$ cat src/rtl/wgp_pkg.sv
`timescale 1ns/1ps
package wgp_pkg;

  typedef enum logic [2:0] {
    ST_IDLE      = 3'd0,
    ST_G_FENCE   = 3'd1,
    ST_G_ENABLE  = 3'd2,
    ST_S_REQ     = 3'd3,
    ST_S_UNFENCE = 3'd4,
    ST_FINISH    = 3'd5
  } wgp_state_e;

endpackage

$ cat src/rtl/wgp_seq.sv
`timescale 1ns/1ps
module wgp_seq
  import wgp_pkg::*;
#(
  parameter int NUM_GROUPS = 8,
  parameter int SZ_W       = 4,
  localparam int CNT_W     = $clog2(NUM_GROUPS + 1),
  localparam int GRP_W     = $clog2(NUM_GROUPS)
) (
  input  logic             clk,
  input  logic             rst_n,
  input  logic             wr_en,
  input  logic [SZ_W-1:0]  wr_size,
  input  logic             flush_ack,
  output logic             busy,
  output logic [CNT_W-1:0] commit_n,
  output logic [CNT_W-1:0] en_n,
  output logic [CNT_W-1:0] fence_n,
  output logic             flush_req,
  output logic [GRP_W-1:0] flush_grp
);

  localparam logic [CNT_W-1:0] MAX_N = CNT_W'(NUM_GROUPS);

  wgp_state_e       st_q, st_d;
  logic [CNT_W-1:0] tgt_q, tgt_d;
  logic [CNT_W-1:0] en_q, en_d;
  logic [CNT_W-1:0] fen_q, fen_d;
  logic [CNT_W-1:0] com_q, com_d;
  logic [CNT_W-1:0] wr_val;
  logic             upd;

  // requested count, limited to the number of groups
  always_comb begin
    if (wr_size > SZ_W'(NUM_GROUPS)) wr_val = MAX_N;
    else                             wr_val = CNT_W'(wr_size);
  end

  always_comb begin
    st_d  = st_q;
    tgt_d = tgt_q;
    en_d  = en_q;
    fen_d = fen_q;
    com_d = com_q;
    unique case (st_q)
      ST_IDLE: begin
        if (wr_en) begin
          tgt_d = wr_val;
          if (wr_val > com_q)      st_d = ST_G_FENCE;
          else if (wr_val < com_q) st_d = ST_S_REQ;
          else                     st_d = ST_FINISH;
        end
      end
      ST_G_FENCE: begin
        fen_d = fen_q + 1'b1;
        st_d  = ST_G_ENABLE;
      end
      ST_G_ENABLE: begin
        en_d = en_q + 1'b1;
        st_d = ((en_q + 1'b1) == tgt_q) ? ST_FINISH : ST_G_FENCE;
      end
      ST_S_REQ: begin
        if (flush_ack) begin
          en_d = en_q - 1'b1;
          st_d = ST_S_UNFENCE;
        end
      end
      ST_S_UNFENCE: begin
        fen_d = fen_q - 1'b1;
        st_d  = ((fen_q - 1'b1) == tgt_q) ? ST_FINISH : ST_S_REQ;
      end
      ST_FINISH: begin
        com_d = tgt_q;
        st_d  = ST_IDLE;
      end
      default: st_d = ST_IDLE;
    endcase
  end

  assign upd = (st_q != ST_IDLE) || wr_en;

  always_ff @(posedge clk or negedge rst_n) begin
    if (!rst_n) begin
      st_q  <= ST_IDLE;
      tgt_q <= '0;
      en_q  <= '0;
      fen_q <= '0;
      com_q <= '0;
    end else if (upd) begin
      st_q  <= st_d;
      tgt_q <= tgt_d;
      en_q  <= en_d;
      fen_q <= fen_d;
      com_q <= com_d;
    end
  end

  assign busy      = (st_q != ST_IDLE);
  assign commit_n  = com_q;
  assign en_n      = en_q;
  assign fence_n   = fen_q;
  assign flush_req = (st_q == ST_S_REQ);
  assign flush_grp = GRP_W'(en_q - 1'b1);

  // enabled groups are always a subset of fenced groups, at most one apart
  p_fence_covers_r10: assert property (@(posedge clk) disable iff (!rst_n)
    (fen_q >= en_q) && ((fen_q - en_q) <= CNT_W'(1)));

  p_flush_hold_r7: assert property (@(posedge clk) disable iff (!rst_n)
    (flush_req && !flush_ack) |=> (flush_req && $stable(flush_grp)));

  p_busy_ignores_wr_r8: assert property (@(posedge clk) disable iff (!rst_n)
    (busy && st_q != ST_FINISH) |=> ($stable(com_q) && $stable(tgt_q)));

  p_idle_aligned_r3: assert property (@(posedge clk) disable iff (!rst_n)
    !busy |-> (en_q == com_q && fen_q == com_q));

  p_clamped_r4: assert property (@(posedge clk) disable iff (!rst_n)
    (com_q <= MAX_N) && (tgt_q <= MAX_N));

  p_stray_ack_r11: assert property (@(posedge clk) disable iff (!rst_n)
    (flush_ack && !flush_req) |=> $stable(en_q));

endmodule

$ cat src/rtl/wgp_mask.sv
`timescale 1ns/1ps
module wgp_mask #(
  parameter int NUM_GROUPS     = 8,
  parameter int WAYS_PER_GROUP = 4,
  localparam int CNT_W         = $clog2(NUM_GROUPS + 1),
  localparam int WAYS          = NUM_GROUPS * WAYS_PER_GROUP
) (
  input  logic             clk,
  input  logic             rst_n,
  input  logic [CNT_W-1:0] en_n,
  output logic [WAYS-1:0]  way_en
);

  for (genvar g = 0; g < NUM_GROUPS; g++) begin : g_grp
    assign way_en[g*WAYS_PER_GROUP +: WAYS_PER_GROUP] =
      {WAYS_PER_GROUP{en_n > CNT_W'(g)}};
  end

  // mask is a run of ones starting at way 0
  p_mask_contig_r3: assert property (@(posedge clk) disable iff (!rst_n)
    ((way_en + WAYS'(1)) & way_en) == '0);

  p_mask_step_r6: assert property (@(posedge clk) disable iff (!rst_n)
    ($countones(way_en ^ $past(way_en)) == 0) ||
    ($countones(way_en ^ $past(way_en)) == WAYS_PER_GROUP));

endmodule

$ cat src/rtl/wgp_window.sv
`timescale 1ns/1ps
module wgp_window #(
  parameter int NUM_GROUPS  = 8,
  parameter int SRAM_BYTES  = 1024,
  parameter int GROUP_BYTES = 64,
  localparam int CNT_W      = $clog2(NUM_GROUPS + 1),
  localparam int OFS_W      = $clog2(SRAM_BYTES),
  localparam int LIM_W      = OFS_W + 1
) (
  input  logic             mem_req,
  input  logic [OFS_W-1:0] mem_offset,
  input  logic [CNT_W-1:0] fence_n,
  output logic             mem_err
);

  logic [LIM_W-1:0] limit;

  always_comb begin
    limit   = LIM_W'(SRAM_BYTES) - (LIM_W'(fence_n) * LIM_W'(GROUP_BYTES));
    mem_err = mem_req && ({1'b0, mem_offset} >= limit);
  end

endmodule

$ cat src/rtl/wgcache_part_ctrl.sv
`timescale 1ns/1ps
module wgcache_part_ctrl #(
  parameter int NUM_GROUPS     = 8,
  parameter int WAYS_PER_GROUP = 4,
  parameter int SRAM_BYTES     = 1024,
  parameter int GROUP_BYTES    = 64,
  localparam int SZ_W          = 4,
  localparam int CNT_W         = $clog2(NUM_GROUPS + 1),
  localparam int GRP_W         = $clog2(NUM_GROUPS),
  localparam int WAYS          = NUM_GROUPS * WAYS_PER_GROUP,
  localparam int OFS_W         = $clog2(SRAM_BYTES),
  localparam int LIM_W         = OFS_W + 1
) (
  input  logic             clk,
  input  logic             rst_n,
  input  logic             cfg_wr,
  input  logic [SZ_W-1:0]  cfg_wdata,
  output logic [SZ_W:0]    cfg_rdata,
  output logic [WAYS-1:0]  way_en,
  output logic             flush_req,
  output logic [GRP_W-1:0] flush_grp,
  input  logic             flush_ack,
  input  logic             mem_req,
  input  logic [OFS_W-1:0] mem_offset,
  output logic             mem_err
);

  logic             busy;
  logic [CNT_W-1:0] commit_n;
  logic [CNT_W-1:0] en_n;
  logic [CNT_W-1:0] fence_n;

  wgp_seq #(.NUM_GROUPS(NUM_GROUPS), .SZ_W(SZ_W)) u_seq (
    .clk       (clk),
    .rst_n     (rst_n),
    .wr_en     (cfg_wr),
    .wr_size   (cfg_wdata),
    .flush_ack (flush_ack),
    .busy      (busy),
    .commit_n  (commit_n),
    .en_n      (en_n),
    .fence_n   (fence_n),
    .flush_req (flush_req),
    .flush_grp (flush_grp)
  );

  wgp_mask #(.NUM_GROUPS(NUM_GROUPS), .WAYS_PER_GROUP(WAYS_PER_GROUP)) u_mask (
    .clk    (clk),
    .rst_n  (rst_n),
    .en_n   (en_n),
    .way_en (way_en)
  );

  wgp_window #(.NUM_GROUPS(NUM_GROUPS), .SRAM_BYTES(SRAM_BYTES),
               .GROUP_BYTES(GROUP_BYTES)) u_win (
    .mem_req    (mem_req),
    .mem_offset (mem_offset),
    .fence_n    (fence_n),
    .mem_err    (mem_err)
  );

  assign cfg_rdata = {busy, SZ_W'(commit_n)};

  // lowest offset owned by an enabled group
  logic [LIM_W-1:0] en_floor;
  assign en_floor = LIM_W'(SRAM_BYTES) - (LIM_W'(en_n) * LIM_W'(GROUP_BYTES));

  p_enabled_fenced_r10: assert property (@(posedge clk) disable iff (!rst_n)
    (mem_req && ({1'b0, mem_offset} >= en_floor)) |-> mem_err);

  p_no_req_no_err_r9: assert property (@(posedge clk) disable iff (!rst_n)
    !mem_req |-> !mem_err);

endmodule

$ cat config.mk
export PLATFORM = sky130hd
export DESIGN_NAME = wgcache_part_ctrl
export DESIGN_NICKNAME = d
export VERILOG_FILES = /design/src/rtl/wgp_pkg.sv /design/src/rtl/wgp_seq.sv /design/src/rtl/wgp_mask.sv /design/src/rtl/wgp_window.sv /design/src/rtl/wgcache_part_ctrl.sv
export SDC_FILE = /design/constraint.sdc
export NUM_CORES = 1
export LEC_CHECK = 0
export BUFFER_PORTS_ARGS = -buffer_cell sky130_fd_sc_hd__buf_2
export CAP_MARGIN = 20
export CORE_MARGIN = 8
export CORE_UTILIZATION = 50
export DETAILED_ROUTE_END_ITERATION = 7
export PLACE_DENSITY = 0.85
export SYNTH_ARGS = -nofsm -noshare
export SYNTH_HDL_FRONTEND = slang
export SYNTH_SLANG_ARGS = --single-unit
$ cat constraint.sdc
create_clock -name clk -period 1.9 [get_ports clk]
set_input_delay 0 -clock clk [delete_from_list [all_inputs] [get_ports clk]]
set_output_delay 0 -clock clk [all_outputs]
set_load 0.05 [all_outputs]
==> run metrics <==
Core ar.=3258 um^2; Slew @ Worst Pin=434.9 ps; first-pass GRT wire length=5.975 mm; synthesized area=1649 um^2; Avg Synthesized Cell Area=8.914 um^2; die width=73.43 um; Max Transition Viols Final=0; Hold Fails Final Rpt=0; Distinct cells, synth=42; CTS Buf Count=3; FMAX=523.3 MHz; Starting Density=50.61%; Detail Route Antenna Nets=0; min setup slack post-route=-10.89 ps; CP startpoint=u_seq.fence_n[0]; initial antenna violation count=0; PortBufs=60; DR iter-0 viols=24; Setup Crit Path Kind=flop to output pin; CP Cell Sequence=inv_2 -> ha_4 -> inv_1 -> ha_1 -> a21boi_0 -> o21ai_1 -> a21oi_2 -> buf_6; Slew HR=71.00%; worst reg2reg startpoint=u_seq.st_q[0]; htree depth=1; Seq cells post-synth=19; Crit. End Element=output pin; gpl congestion=0.8241; Syn Inst Count=185; P&R area growth vs syn=19.58%; root buf cell=clkbuf_4; Num Clock Sinks=19; fin crit period=1911 ps; dpl hpwl=2.904 mm; total gr overflow=0; flop-to-flop setup slack=230 ps; ANT cells=0; most common cell in the netlist=buf_4; Reg-to-Reg End=u_seq.en_n[3]; Pre-antenna DRT Iters=5; Worst R2R Path Depth=5; EDFF count, synth=0; Area contributors post-synth=dfrtp_1 29%, buf_4 12%, ha_1 11%; Most used DFF post-synth=dfrtp_1; Critical Path Start Type=flop; fraction of registers with async set/reset=100.0%; Final nets=264; Critical-path top delay cell=dfrtp_1; TritonCTS clock tree=built; routed len/inst=13.21 um; final worst-path cycle share=100.6%; register area share after synthesis=28.83%; Rows=21; synth cell count leaders=26 x buf_4, 19 x dfrtp_1, 16 x nor2_1; later-pin clock latency in the skew report=290 ps; Area after DPL=1853 um^2; vias=1365; RSZ-0062 raised after global routing=true; failing checks=negative setup slack; Die Area=5392 um^2; Synth Warn #=0; number of global-route vias before repair=1381; crit-path max FO=4; share of cells above drive strength 1=37.99%; Final Setup Violations=1; worst path arrival time=1910 ps; vias per cell=4.964; Design Area, Final=1972 um^2; IO Count=61; Hold Crit Class=input port to flop; area leader, netlist=dfrtp_1; die height=73.43 um; largest net degree at the start of global routing=20; Tot GR Track Use=13.90%; Clock Path Buffers=2; Worst Clk Skew=0.4654 ps; CTS clk-pin slew, worst paths=110 ps; top-area cell type share of the netlist area=28.83%; CP endpoint=mem_err; DRT Wirelength=3.632 mm; WP data required=1900 ps; drc violations=0; number of max-cap violations=0; CP max stage delay=380 ps; Synth Net Count=219; status=finished with violations
[final cells by class]
cell class / count / area [um^2]
fillers: 293 / 1286
repair buffers: 71 / 401.6
well taps: 46 / 57.56
flip-flops and latches: 19 / 478.0
clock buffers: 4 / 26.28
multi-input cells: 120 / 952.2
inverters: 15 / 56.30
[critical path, delay by kind of cell, from the launching register on]
kind / cells / cell delay [ps]
buffers and inverters: 3 / 290
DFF: 1 / 380
AOI/OAI and AO/OA: 3 / 420
adders and majority gates: 2 / 530
[worst min-delay path by stage]
stage                            start  depth (start not counted)  slack (ps)                end
after detailed placement         rst_n                          1         -30      u_seq.en_n[3]
after floorplan                  rst_n                          0        -300  u_seq.commit_n[0]
after global routing      cfg_wdata[2]                          3         130     u_seq.tgt_q[2]
after global placement           rst_n                          1         -40      u_seq.en_n[3]
final                     cfg_wdata[2]                          3         110     u_seq.tgt_q[2]
after CTS                 cfg_wdata[2]                          3         100     u_seq.tgt_q[2]
[state kept, by name, indices dropped and copies added (netlist names)]
| signal | count |
|---|---|
| u_seq.commit_n | 4 |
| u_seq.en_n | 4 |
| u_seq.fence_n | 4 |
| u_seq.tgt_q | 4 |
| u_seq.st_q | 3 |
[metal layers]
metal | vias to the layer above | GRT usage, % | routed length [um]
met5 | - | 0 | 0
met4 | 0 | 6.208 | 42
met3 | 4 | 4.093 | 305
met2 | 50 | 25.02 | 1841
met1 | 632 | 14.48 | 1442
li1 | 679 | - | -
[cell usage in the layout, fill, tap and decap left out, types with 2 or more instances in the layout]
| master | netlist | routed |
|---|---|---|
| a21oi_1 | 6 | 5 |
| mux2_1 | 3 | 3 |
| o21ai_0 | 6 | 3 |
| mux2_2 | 3 | 3 |
| o21ai_1 | 1 | 2 |
| nand2b_1 | 4 | 4 |
| a22oi_1 | 2 | 2 |
| clkbuf_4 | 0 | 4 |
| a21oi_2 | 1 | 2 |
| inv_1 | 15 | 14 |
| dfrtp_2 | 0 | 2 |
| nor2b_1 | 5 | 5 |
| nor2_1 | 16 | 16 |
| ha_1 | 15 | 14 |
| dlygate4sd3_1 | 0 | 4 |
| buf_4 | 26 | 7 |
| nand2_1 | 10 | 10 |
| nand3_1 | 3 | 3 |
| dfrtp_1 | 19 | 17 |
| xnor2_1 | 9 | 9 |
| xor2_1 | 10 | 9 |
| buf_2 | 0 | 58 |
| o211ai_1 | 2 | 2 |
| nand4_1 | 3 | 3 |
[metrics by stage]
stage	setup TNS, ps	util [%]	std cells	setup WS (ps)	hold WS [ps]
after detailed placement	0	56.87	264	103.8	-29.35
after global routing	-147.6	60.52	275	-147.6	132.7
after global placement	0	56.87	264	161.4	-43.46
after floorplan	-216.8	-	185	-72.25	-295.6
after CTS	-18.66	59.95	273	-18.66	104.2
final	-10.89	60.52	275	-10.89	112.3
[timing repair]
action                     CTS  global route
gates resized for setup      7             2
setup buffers                1             2
hold buffers                 4             0
setup endpoints to repair    5             5
pin swaps                    2             0
hold endpoints to repair    22             0
[kinds of logic after synthesis]
| logic type | count (synthesis) | synth area share [%] |
|---|---|---|
| buf+inv | 46 | 16.39 |
| mux | 7 | 4.704 |
| simple gates | 50 | 15.86 |
| xor+xnor | 20 | 11.46 |
| fa+ha+maj | 15 | 11.38 |
| compound gates | 28 | 11.38 |
| flops | 19 | 28.83 |
Power is left out: the tool's default activity adds up to more than one toggle a clock period on the data nets, which glitch-free logic cannot reach.
